$ cat config.mk
export PLATFORM = sky130hd
export DESIGN_NAME = irq_ctx_seq
export DESIGN_NICKNAME = d
export VERILOG_FILES = /design/src/rtl/irq_ctx_seq.sv
export SDC_FILE = /design/constraint.sdc
export NUM_CORES = 1
export LEC_CHECK = 0
export BUFFER_PORTS_ARGS = -buffer_cell sky130_fd_sc_hd__clkbuf_2
export CAP_MARGIN = 30
export CORE_UTILIZATION = 46
export CTS_CLUSTER_DIAMETER = 30
export DETAILED_ROUTE_END_ITERATION = 6
export GPL_TIMING_DRIVEN = 0
export MAX_ROUTING_LAYER = met4
export PLACE_DENSITY = 0.72
export SYNTH_ARGS = -nofsm -noshare
export SYNTH_HDL_FRONTEND = slang
export SYNTH_SLANG_ARGS = --single-unit
$ cat constraint.sdc
create_clock -name clk -period 9.1 [get_ports clk]
set_clock_uncertainty 0.1 [all_clocks]
set_input_delay 1.365 -clock clk [delete_from_list [all_inputs] [get_ports clk]]
set_output_delay 1.365 -clock clk [all_outputs]
set_load 0.03 [all_outputs]
$ cat src/rtl/irq_ctx_seq.sv
module irq_ctx_seq #(
  parameter int N = 4,
  parameter int W = 16,
  parameter logic [W-1:0] USP_INIT = 16'h0080,
  parameter logic [W-1:0] SSP_INIT = 16'h00F0
) (
  input  logic           clk,
  input  logic           rst_n,
  input  logic [N-1:0]   irq_req,
  input  logic [N-1:0]   irq_en,
  input  logic [3*N-1:0] irq_pri,
  input  logic [W*N-1:0] irq_vec,
  input  logic           instr_done,
  input  logic           rti_req,
  input  logic [W-1:0]   cur_pc,
  input  logic           cc_we,
  input  logic [2:0]     cc_in,
  output logic [N-1:0]   irq_ack,
  output logic           busy,
  output logic [15:0]    psw,
  output logic [W-1:0]   sp,
  output logic           mem_we,
  output logic           mem_re,
  output logic [W-1:0]   mem_addr,
  output logic [W-1:0]   mem_wdata,
  input  logic [W-1:0]   mem_rdata,
  output logic           pc_load,
  output logic [W-1:0]   new_pc
);
  localparam int IW = (N > 1) ? $clog2(N) : 1;

  typedef enum logic [2:0] {
    S_IDLE, S_PPSR, S_PPC, S_VRD, S_VWT, S_POP1, S_POP2, S_REND
  } st_t;

  st_t          st;
  logic [15:0]  psw_q, sv_psr;
  logic [W-1:0] sp_q, usp_q, ssp_q, sv_pc, vec_q, rpc_q;

  logic          win_v;
  logic [IW-1:0] win_idx;
  logic [2:0]    win_pri;

  always_comb begin
    win_v = 1'b0;
    win_idx = '0;
    win_pri = '0;
    for (int i = N - 1; i >= 0; i--) begin
      if (irq_req[i] && irq_en[i] && (!win_v || irq_pri[3*i +: 3] >= win_pri)) begin
        win_v = 1'b1;
        win_idx = IW'(i);
        win_pri = irq_pri[3*i +: 3];
      end
    end
  end

  wire idle   = (st == S_IDLE);
  wire rti_go = idle && instr_done && rti_req && !psw_q[15];
  wire take   = idle && instr_done && !rti_go && win_v && (win_pri > psw_q[10:8]);

  assign irq_ack   = take ? (N'(1) << win_idx) : '0;
  assign busy      = !idle;
  assign psw       = psw_q;
  assign sp        = sp_q;
  assign mem_we    = (st == S_PPSR) || (st == S_PPC);
  assign mem_re    = (st == S_VRD) || (st == S_POP1) || (st == S_POP2);
  assign mem_addr  = mem_we ? sp_q - 1'b1 : (st == S_VRD) ? vec_q : mem_re ? sp_q : '0;
  assign mem_wdata = (st == S_PPSR) ? W'(sv_psr) : (st == S_PPC) ? sv_pc : '0;
  assign pc_load   = (st == S_VWT) || (st == S_REND);
  assign new_pc    = (st == S_VWT) ? mem_rdata : (st == S_REND) ? rpc_q : '0;

  always_ff @(posedge clk) begin
    if (!rst_n) begin
      st <= S_IDLE;
      psw_q <= 16'h8000;
      sp_q <= USP_INIT;
      usp_q <= '0;
      ssp_q <= SSP_INIT;
      sv_psr <= '0;
      sv_pc <= '0;
      vec_q <= '0;
      rpc_q <= '0;
    end else begin
      case (st)
        S_IDLE: begin
          if (rti_go) begin
            st <= S_POP1;
          end else if (take) begin
            sv_psr <= psw_q;
            sv_pc <= cur_pc;
            vec_q <= irq_vec[W*win_idx +: W];
            if (psw_q[15]) begin
              usp_q <= sp_q;
              sp_q <= ssp_q;
            end
            psw_q <= {1'b0, psw_q[14:11], win_pri, psw_q[7:3], 3'b000};
            st <= S_PPSR;
          end else if (cc_we) begin
            psw_q[2:0] <= cc_in;
          end
        end
        S_PPSR: begin sp_q <= sp_q - 1'b1; st <= S_PPC; end
        S_PPC:  begin sp_q <= sp_q - 1'b1; st <= S_VRD; end
        S_VRD:  st <= S_VWT;
        S_VWT:  st <= S_IDLE;
        S_POP1: begin sp_q <= sp_q + 1'b1; st <= S_POP2; end
        S_POP2: begin sp_q <= sp_q + 1'b1; rpc_q <= mem_rdata; st <= S_REND; end
        S_REND: begin
          psw_q <= mem_rdata[15:0];
          if (mem_rdata[15]) begin
            ssp_q <= sp_q;
            sp_q <= usp_q;
          end
          st <= S_IDLE;
        end
        default: st <= S_IDLE;
      endcase
    end
  end


  ack_onehot_chk: assert property (@(posedge clk) disable iff (!rst_n) $onehot0(irq_ack));

  ack_boundary_chk: assert property (@(posedge clk) disable iff (!rst_n)
    (|irq_ack) |-> (instr_done && !busy && win_pri > psw[10:8]));

  entry_psw_chk: assert property (@(posedge clk) disable iff (!rst_n)
    (|irq_ack) |=> (!psw[15] && psw[2:0] == 3'b000 && psw[10:8] == $past(win_pri)));

  push_dec_chk: assert property (@(posedge clk) disable iff (!rst_n)
    mem_we |=> (sp == $past(sp) - 1'b1));

  pop_inc_chk: assert property (@(posedge clk) disable iff (!rst_n)
    (st == S_POP1) |=> (sp == $past(sp) + 1'b1 && mem_re));

  user_rti_chk: assert property (@(posedge clk) disable iff (!rst_n)
    (!busy && rti_req && instr_done && psw[15] && !(|irq_ack)) |=> !busy);
endmodule

==> summary.txt, run 1 <==
Status
  – Outcome: finished clean

Placement
  – Setup WS pre-CTS: -1.03 ns
  – Placed Cells: ~1400
  – Dpl hpwl: between 15 and 20 mm
  – GP Congestion: about 0.9
  – Buffers on Ports: 210

Layout
  – Final core occ: between 50% and 60%
  – Commonest non-fill, non-tap cell in the layout: clkbuf_2
  – Diode count: 0
  – Finished Layout Cells: 1430
  – Most frequent cells in the layout: 210 x clkbuf_2, 186 x nand2_1, 131 x dfxtp_1, 73 x a21boi_0, 70 x clkbuf_1
  – Layout net count: between 1000 and 1500
  – Share of cells above drive strength 1: about a quarter
  – Syn-to-layout area delta: 26.9%

Worst setup path
  – CP Max Fanout: 10
  – RR Startpoint: st[0]
  – Cell mode on critical path: ha_1
  – CP arrival: approximately 7.3 ns
  – Peak per-stage delay on the critical path: between 0.4 and 0.5 ns
  – Crit path kind: in -> out
  – Slowest stage cell on the critical path: a2111oi_2
  – Reg2reg setup slack: slightly above 6 ns
  – CP Launch Type: input port
  – Worst setup EP type: output port
  – Worst R2R Path Depth: 8
  – Critical Path RT: approximately 7.6 ns
  – FF-to-FF End: sp[8]

Logic synthesis
  – Largest family of logic cells by synthesized area: compound AO/OA/AOI/OAI gates
  – Post-Synthesis Cells: roughly 970
  – Main synth FF type: dfxtp_1
  – Yosys cell types: 65
  – Number of warnings issued by yosys: 0
  – Syn_area_per_cell: 7.75 sq um
  – Simple logic cell fraction of the synthesized area: 22.9%
  – Post-Synth Adder-Cell Area: under 10%
  – Post-synthesis register bit count: ~130
  – Mux share of post-synthesis cell area: around 4.7%
  – Async SR Flop Fraction: 0%
  – Synth Area in Compound Gates: a little over a quarter
  – Syn Std Cell Area: around 7500 sq um
  – Syn_nets: ~1100
  – XOR/XNOR Fraction of Synth Area: under 10%
  – Post-synth EDFFs: 0
  – Share of the yosys chip area belonging to registers: 34.9%

GRT
  – GRT Overall Usage: between 30% and 40%
  – Global route overflow: 0
  – Vias in the first global route: slightly above 7000
  – Initial antenna violation count: 0
  – First-pass GRT wire length: 37.5 mm
  – Largest net degree at the start of global routing: 17

Timing
  – Slew HR: 32.8%
  – Setup tns final: 0 ns
  – Finish-stage setup viols: 0
  – Final setup margin: ~0.36 ns
  – FMAX: ~0.11 GHz
  – Hold Fails Final Rpt: 0
  – Worst Tran Pin Value: between 1 and 1.5 ns
  – Min Clock Period, post-route: about 8.7 ns
  – Count of pins over their slew limit: 0
  – Final period util: between 90% and 100%

Detailed routing
  – Via density per instance: around 5.7
  – Detailed-route DRC error count: 0
  – 1st-iter DRT viols: between 600 and 700
  – Via count: about 8100
  – Routed len/inst: around 18 um
  – Detail Route Antenna Nets: 0
  – DRT Pass-1 Iters: 6
  – WL final: between 20 and 30 mm

Min path
  – Hold path cells: 2
  – Worst Hold End: ssp_q[10]
  – Hold Path Class: reg -> reg
  – Worst Hold Launch: ssp_q[10]

Power
  – Clk network pwr share: a little under a third
  – Pwr per Cell Area: around 230 nW/um^2
  – Logic gate share of total power: approximately 38%
  – NetSw: slightly below 900 uW
  – Tot Pwr: approximately 2.2 mW
  – Leak Pwr: 3.82 nW
  – Sw frac: between 40 and 50%
  – Sequential share of power: between 30% and 40%
  – Internal Dissipation: ~1.3 mW
  – Max VDD drop: 0.000152 V

Floorplanning
  – I/O pin count: between 200 and 250
  – CORE AREA: 15900 sq um
  – Die H: approximately 130 um
  – Initial Util: between 40% and 50%
  – Row cnt: 46
  – Total die area: 16800 sq um
  – Die width: 130 um

Clocking
  – Hold-fix buffers, CTS: 0
  – Worst skew pair latency: around 0.43 ns
  – Clock sink total: 131
  – CTS tree: done
  – CTS root buf: clkbuf_16
  – Max clock buf depth: 2
  – Clock transition at path regs: approximately 0.06 ns
  – CTS Buf Count: 17
  – H-tree Lvls: 4

Job
  – Max-cap viol count: 0
-- per-layer routing --
layer  GRT usage, %  up-vias  share of wire [%]
met1           38.4     3750                 43
met3           5.82       67                8.1
met4           12.5        0                2.9
li1               -     3924                  -
met5              -        -                  0
met2           47.0      366                 46
-- flip-flops by register name, summed over array words and instances (netlist names) --
register / cells
sv_pc: 16
vec_q: 16
ssp_q: 16
sp: 16
st: 3
sv_psr: 16
rpc_q: 16
psw: 16
usp_q: 16
-- cell families after synthesis --
logic type / Yosys count
adder cells (fa/ha/maj): 14
multiplexers: 33
flip-flops: 131
buffers and inverters: 97
AO/OA/AOI/OAI: 296
XOR/XNOR: 24
AND/OR/NAND/NOR: 373
-- worst max-delay path by stage --
stage | from | to | slack [ns] | cells after the start
6_report | irq_req[3] | irq_ack[3] | 0.36 | 27
5_1_grt | irq_req[3] | irq_ack[3] | -0.01 | 28
4_1_cts | irq_req[3] | irq_ack[3] | 0.08 | 27
3_5_place_dp | irq_req[3] | irq_ack[3] | -1.03 | 28
3_3_place_gp | irq_req[3] | irq_ack[3] | -0.91 | 28
2_1_floorplan | irq_pri[9] | irq_ack[0] | 0.52 | 26
-- power groups by stage --
stage	sequential (mW)	clock, mW	combinational (mW)
floorplan	0.705	0	0.496
global placement	0.679	0	0.766
detailed placement	0.679	0	0.771
CTS	0.667	0.679	0.782
global route	0.673	0.705	0.867
finish	0.669	0.673	0.808
-- synthesized netlist by cell type (all sizes together) (4+ instances only) --
cell type / number / area, sq um
o22ai: 4 / 25.0
and3: 7 / 43.8
nand4: 4 / 25.0
mux2i: 17 / 170
and4: 4 / 35.0
o21a: 5 / 37.5
nand2: 186 / 698
or3: 4 / 30.0
a221oi: 25 / 219
nand3: 41 / 205
a31oi: 10 / 62.6
nand2b: 5 / 31.3
a21boi: 73 / 548
and2: 10 / 62.6
a21oi: 40 / 200
a22o: 18 / 158
o21ai: 64 / 320
mux2: 16 / 180
nor3: 17 / 90.1
a22oi: 23 / 173
nor2b: 28 / 175
o211ai: 6 / 45.0
nor2: 51 / 194
clkbuf: 72 / 270
buf: 14 / 67.6
xor2: 12 / 105
dfxtp: 131 / 2620
xnor2: 12 / 105
inv: 11 / 41.3
ha: 14 / 175
-- stage by stage --
step	hold WS, ns	cell area (sq um)
3_3_place_gp	0.348	8830
4_1_cts	0.362	9440
3_5_place_dp	0.354	8830
2_1_floorplan	0.340	7500
6_report	0.362	9520
5_1_grt	0.380	9520
-- worst max-delay path: cells and delay by family --
kind | cells | cell delay (ns)
and+or+nand+nor | 7 | 1.01
adders and majority gates | 4 | 1.20
AOI/OAI and AO/OA | 12 | 2.89
buffers and inverters | 4 | 0.78
-- timing repair --
action / in CTS / in global routing
cloned: 0 / 0
endpoints found under the hold margin: 0 / 0
setup buffers: 2 / 2
pin swaps: 2 / 2
setup endpoints to repair: 4 / 4
gates resized for setup: 6 / 10
-- cell type report --
cell class / instances / area [sq um]
multi-input combinational: 740 / 4580
clock inverter: 14 / 143
timing repair buffer: 215 / 1090
tap: 216 / 270
clock buffer: 18 / 439
fill: 1511 / 6360
sequential: 131 / 2620
inverter: 11 / 41.3
buffer: 85 / 340
Note: power is estimated with default switching activity, not from simulation.
==> run 2: changes to the inputs <==
Settings changed: GPL_TIMING_DRIVEN 0 to 1.
==> run 2 against run 1 <==
Effect of this change: non-clock buffer count shrank 72; maximum frequency grew 1.1%; combinational power shrank 11%; sequential cell count is the same; largest cell class unchanged; die area is the same; worst setup slack gained 0.091 ns; first-iteration DRC count shrank 6.2%; design area shrank 2.5%; utilization shrank 1.5 points; count of clock-buffer cells in the layout grew 2.
==> summary.txt, run 2 (synthesized netlist as in run 1, its figures left out) <==
Worst setup path
  – Worst setup EP type: output port
  – Reg2reg setup slack: 6.28 ns (+0.17 ns)
  – CP arrival: 7.18 ns (-0.09 ns)
  – Crit path kind: in -> out
  – Critical Path RT: 7.64 ns (about the same)
  – CP Max Fanout: 7 (-3)
  – CP Launch Type: input port

Layout
  – Commonest non-fill, non-tap cell in the layout: clkbuf_2
  – Layout net count: 1267 (-5.4%)
  – Finished Layout Cells: 1358 (-5.0%)
  – FILL cells: 1524 (+0.86%)
  – Diode count: 0 (unchanged)
  – Most frequent cells in the layout: 210 x clkbuf_2, 186 x nand2_1, 130 x dfxtp_1, 73 x a21boi_0, 63 x o21ai_0
  – Share of cells above drive strength 1: 25.7% (+1.4 points)
  – Syn-to-layout area delta: 23.6%

Floorplanning
  – Row cnt: 46 (unchanged)
  – Initial Util: 47.2% (unchanged)
  – Die width: 130 um (unchanged)
  – Die H: 130 um (unchanged)
  – CORE AREA: 15900 sq um (unchanged)
  – I/O pin count: 212 (unchanged)
  – Total die area: 16800 sq um (unchanged)

GRT
  – Initial antenna violation count: 0 (unchanged)
  – Vias in the first global route: 6750 (-5.4%)
  – Global route overflow: 0 (unchanged)
  – Largest net degree at the start of global routing: 106 (+89)
  – GRT Overall Usage: 26.9% (-3.3 points)
  – First-pass GRT wire length: 34.3 mm (-8.6%)

Clocking
  – Worst skew pair latency: 0.42 ns (about the same)
  – CTS Buf Count: 17 (unchanged)
  – Hold-fix buffers, CTS: 0 (unchanged)
  – Post-CTS Setup Repair Bufs: 0 (-2)
  – Max clock buf depth: 2 (unchanged)
  – Clock transition at path regs: 0.06 ns (about the same)
  – CTS tree: done
  – H-tree Lvls: 4 (unchanged)
  – Clock sink total: 131 (unchanged)
  – CTS root buf: clkbuf_16

Timing
  – Hold Fails Final Rpt: 0 (unchanged)
  – Final setup margin: 0.454 ns (+0.0907 ns)
  – Unrepaired setup endpoints after global routing: no
  – Finish-stage setup viols: 0 (unchanged)
  – Final period util: 95.0% (-1.0 points)
  – Worst Tran Pin Value: 0.941 ns (-0.0632 ns)
  – Slew HR: 37.1% (+4.3 points)
  – Min Clock Period, post-route: 8.65 ns (-0.0907 ns)
  – Worst hold margin: 0.365 ns (+0.00316 ns)
  – Setup tns final: 0 ns (unchanged)
  – FMAX: 0.116 GHz (+1.1%)
  – Count of pins over their slew limit: 0 (unchanged)

Detailed routing
  – Via density per instance: 5.64 (-0.50%)
  – Detail Route Antenna Nets: 0 (unchanged)
  – DRT Pass-1 Iters: 5 (-1)
  – Detailed-route DRC error count: 0 (unchanged)
  – 1st-iter DRT viols: 617 (-6.2%)
  – Via count: 7660 (-5.5%)
  – WL final: 22.7 mm (-10%)
  – Routed len/inst: 16.7 um (-5.3%)

Power
  – Pwr per Cell Area: 231 nW/um^2 (+2.2%)
  – Leak Pwr: 3.76 nW (-1.7%)
  – Max VDD drop: 0.000134 V (-12%)

Job
  – Max-cap viol count: 0 (unchanged)

Placement
  – Buffers on Ports: 211 (+0.48%)
  – Dpl hpwl: 15.8 mm (-16%)
  – GP Congestion: 0.869 (-4.8%)
  – Setup WS pre-CTS: 0.411 ns (+1.44 ns)
  – Placed Cells: 1326 (-4.9%)

Min path
  – Hold Path Class: reg -> reg

Status
  – Outcome: finished clean
==> run 2: cell types whose count changed in the layout (fill, tap and decap cells not counted), sizes merged <==
cell | before | now
buf | 19 | 18
clkinv | 4 | 5
clkinvlp | 3 | 4
clkbuf | 299 | 230
bufinv | 1 | 3
inv | 17 | 11
==> run 2: what timing repair did <==
| action | in CTS | in global routing |
|---|---|---|
| hold endpoints to repair | 0 | 0 |
| gates resized for setup | 0 | 1 |
| setup endpoints to repair | 0 | 1 |
==> run 2: through the flow <==
| stage | area, sq um | power, mW | util (%) |
|---|---|---|---|
| 2_1_floorplan | 7500 | 1.20 | - |
| 3_3_place_gp | 8630 | 1.42 | 54.3 |
| 3_5_place_dp | 8660 | 1.42 | 54.5 |
| 4_1_cts | 9280 | 2.14 | 58.4 |
| 5_1_grt | 9280 | 2.24 | 58.4 |
| 6_report | 9280 | 2.14 | 58.4 |
==> run 2: worst paths after layout <==
path / startpoint / endpoint / cells past startpoint
worst min-delay path: sv_psr[11] / sv_psr[11] / 2
worst max register to register: psw[10] / usp_q[9] / 9
worst min register to register: sv_psr[11] / sv_psr[11] / 2
worst max-delay path: irq_req[3] / irq_ack[0] / 25
==> run 2: final cells by class <==
type | count | area [sq um] | share of cell area, %
repair buffers | 228 | 1200 | 12.9
flip-flops and latches | 131 | 2620 | 28.3
clock inverters | 12 | 156 | 1.69
inverters | 11 | 41.3 | 0.445
well taps | 216 | 270 | 2.91
clock buffers | 20 | 457 | 4.92
multi-input cells | 740 | 4530 | 48.8
==> run 2: routing by layer <==
metal / vias to the layer above / part of all wire (%) / global-route usage [%]
met5: - / 0 / -
met4: 0 / 2.8 / 12.2
met3: 45 / 6.2 / 4.63
met2: 272 / 46 / 41.8
met1: 3564 / 45 / 34.2
li1: 3779 / - / -
==> run 2: where the power goes <==
part | switching (mW) | internal (mW)
sequential | 0.0855 | 0.624
clock | 0.267 | 0.445
combinational | 0.470 | 0.250
==> run 2: critical path, stage by stage <==
cell	delay, ns
clkbuf_2	0.14
and3_1	0.18
ha_1	0.26
nand2b_1	0.14
a2111oi_1	0.47
nor2_1	0.20
a22o_1	0.27
ha_1	0.27
nor2b_1	0.10
o21ai_0	0.16
o211a_1	0.30
a221oi_1	0.39
o21bai_1	0.19
ha_1	0.26
a21oi_1	0.12
o21ai_0	0.16
o21bai_1	0.27
o21ai_0	0.13
o2bb2ai_1	0.26
ha_1	0.29
a32oi_1	0.36
nand3_1	0.20
nor3_2	0.30
and3_1	0.20
clkbuf_2	0.20
==> run 3: changes to the inputs <==
Settings changed: CORE_ASPECT_RATIO from default to 0.6.
==> run 3 against run 2 <==
Effect of this change: sequential power about the same; utilization increased by 0.53 points; first-iteration DRC count increased by 36%; cell count decreased by 1.1%; register-to-register slack got worse by 0.12 ns; sequential share of layout area increased by 0.20 points; sequential cell count unchanged; clock power decreased by 3.1%; hold slack got worse by 0.0023 ns.
==> summary.txt, run 3 (synthesized netlist as in run 1, its figures left out) <==
Layout
  – Most frequent cells in the layout: 210 x clkbuf_2, 186 x nand2_1, 130 x dfxtp_1, 73 x a21boi_0, 63 x o21ai_0
  – Share of cells above drive strength 1: 25.6% (-0.043 points)
  – Diode count: 0 (unchanged)
  – Syn-to-layout area delta: 22.8%
  – Commonest non-fill, non-tap cell in the layout: clkbuf_2
  – Final core occ: 58.9% (+0.53 points)
  – Layout net count: 1265 (-0.16%)

Floorplanning
  – Total die area: 16800 sq um (about the same)
  – Initial Util: 48.0% (+0.76 points)
  – Die width: 167 um (+29%)
  – CORE AREA: 15600 sq um (-1.6%)
  – Row cnt: 35 (-24%)
  – Die H: 101 um (-22%)
  – I/O pin count: 212 (unchanged)

Job
  – Max-cap viol count: 0 (unchanged)

Clocking
  – Hold-fix buffers, CTS: 0 (unchanged)
  – Clock transition at path regs: 0.07 ns (about the same)
  – Max clock buf depth: 2 (unchanged)
  – Clock sink total: 131 (unchanged)
  – CTS tree: done
  – H-tree Lvls: 4 (unchanged)
  – CTS Buf Count: 17 (unchanged)
  – Worst skew pair latency: 0.42 ns (about the same)
  – CTS root buf: clkbuf_16

GRT
  – First-pass GRT wire length: 37.3 mm (+8.9%)
  – Initial antenna violation count: 0 (unchanged)
  – Vias in the first global route: 6799 (+0.73%)
  – GRT Overall Usage: 29.0% (+2.1 points)
  – Global route overflow: 0 (unchanged)
  – Largest net degree at the start of global routing: 110 (+3.8%)

Worst setup path
  – CP Max Fanout: 7 (unchanged)
  – Cell mode on critical path: ha_1
  – Critical Path RT: 7.64 ns (about the same)
  – Slowest stage cell on the critical path: a2111oi_1
  – Peak per-stage delay on the critical path: 0.51 ns (+0.04 ns)
  – CP top delay family: compound AO/OA/AOI/OAI gates
  – Worst R2R Path Depth: 5 (-4)
  – CP Launch Type: input port
  – CP arrival: 7.16 ns (-0.02 ns)
  – Worst setup EP type: output port
  – Crit path kind: in -> out
  – Crit path depth: 25 (unchanged)
  – Crit path buffers/inverters: 2 (unchanged)

Detailed routing
  – WL final: 24.0 mm (+5.7%)
  – Via density per instance: 5.71 (+1.2%)
  – 1st-iter DRT viols: 840 (+36%)
  – Routed len/inst: 17.9 um (+6.9%)
  – Detailed-route DRC error count: 0 (unchanged)
  – Via count: 7669 (+0.12%)
  – Detail Route Antenna Nets: 0 (unchanged)
  – DRT Pass-1 Iters: 6 (+1)

Timing
  – Count of pins over their slew limit: 0 (unchanged)
  – Setup tns final: 0 ns (unchanged)
  – Unrepaired setup endpoints after global routing: no
  – Min Clock Period, post-route: 8.63 ns (-0.0160 ns)
  – FMAX: 0.116 GHz (+0.19%)
  – Final period util: 94.8% (-0.18 points)
  – Finish-stage setup viols: 0 (unchanged)
  – Worst hold margin: 0.363 ns (-0.00229 ns)
  – Hold Fails Final Rpt: 0 (unchanged)
  – Worst Tran Pin Value: 0.977 ns (+0.0363 ns)
  – Slew HR: 34.6% (-2.4 points)

Placement
  – GP Congestion: 0.905 (+4.2%)
  – Dpl hpwl: 16.8 mm (+6.5%)
  – Buffers on Ports: 211 (unchanged)

Power
  – Sw frac: 40.7% (+2.3 points)
  – Leak Pwr: 3.74 nW (-0.43%)
  – Pwr per Cell Area: 231 nW/um^2 (+0.21%)
  – Logic gate share of total power: 34.4% (+0.8 points)
  – NetSw: 868 uW (+5.5%)
  – Clk network pwr share: 32.4% (-0.8 points)
  – Tot Pwr: 2.13 mW (-0.48%)
  – Max VDD drop: 0.000138 V (+2.8%)
  – Sequential share of power: 33.2% (about the same)
  – Internal Dissipation: 1.26 mW (-4.2%)

Min path
  – Hold path cells: 2 (unchanged)
  – Hold Path Class: reg -> reg

Status
  – Outcome: finished clean
## run 3: cell count changes in the layout (fill, tap and decap cells not counted), sizes merged
cell / delta
clkinvlp: -2
inv: +10
buf: -2
clkbuf: -3
bufinv: -2
clkinv: -3
## run 3: power groups by stage
stage	sequential, mW	combinational (mW)	clock (mW)
2_1_floorplan	0.705	0.496	0
3_3_place_gp	0.716	0.711	0
3_5_place_dp	0.718	0.716	0
4_1_cts	0.705	0.720	0.699
5_1_grt	0.717	0.791	0.728
6_report	0.708	0.734	0.690
## run 3: final cells by class
| class | count | area, sq um |
|---|---|---|
| clock buffers | 17 | 425 |
| inverters | 11 | 41.3 |
| flip-flops and latches | 131 | 2620 |
| well taps | 203 | 254 |
| fillers | 1473 | 6420 |
| clock inverters | 15 | 164 |
| multi-input cells | 740 | 4530 |
| repair buffers | 226 | 1170 |
## run 3: metal layers
layer | track usage [%] | vias to the layer above | part of all wire, %
met1 | 42.7 | 3547 | 51
met3 | 6.09 | 20 | 7.2
met5 | - | - | 0
li1 | - | 3770 | -
met4 | 5.41 | 0 | 0.89
met2 | 40.0 | 332 | 41
## run 3: worst min-delay path, stage by stage (launching register included)
cell      delay (ns)
dfxtp_1         0.31
nand2_1         0.05
a21boi_0        0.06
## run 3: what timing repair did
action,CTS,global route
buffers inserted,0,0
endpoints found under the setup margin,0,4
gates resized for setup,0,3
## run 3: final timing paths
path | from | endpoint | slack, ns
setup / recovery | irq_req[3] | irq_ack[0] | 0.47
hold / removal | rpc_q[12] | rpc_q[12] | 0.36
setup reg to reg | st[0] | ssp_q[1] | 6.16
hold reg to reg | rpc_q[12] | rpc_q[12] | 0.36
## run 3: through the flow
| stage | setup slack [ns] | area, sq um | std cells |
|---|---|---|---|
| 2_1_floorplan | 0.516 | 7500 | 968 |
| 3_3_place_gp | 0.498 | 8610 | 1311 |
| 3_5_place_dp | 0.283 | 8610 | 1311 |
| 4_1_cts | 0.277 | 9200 | 1343 |
| 5_1_grt | 0.0305 | 9210 | 1343 |
| 6_report | 0.470 | 9210 | 1343 |
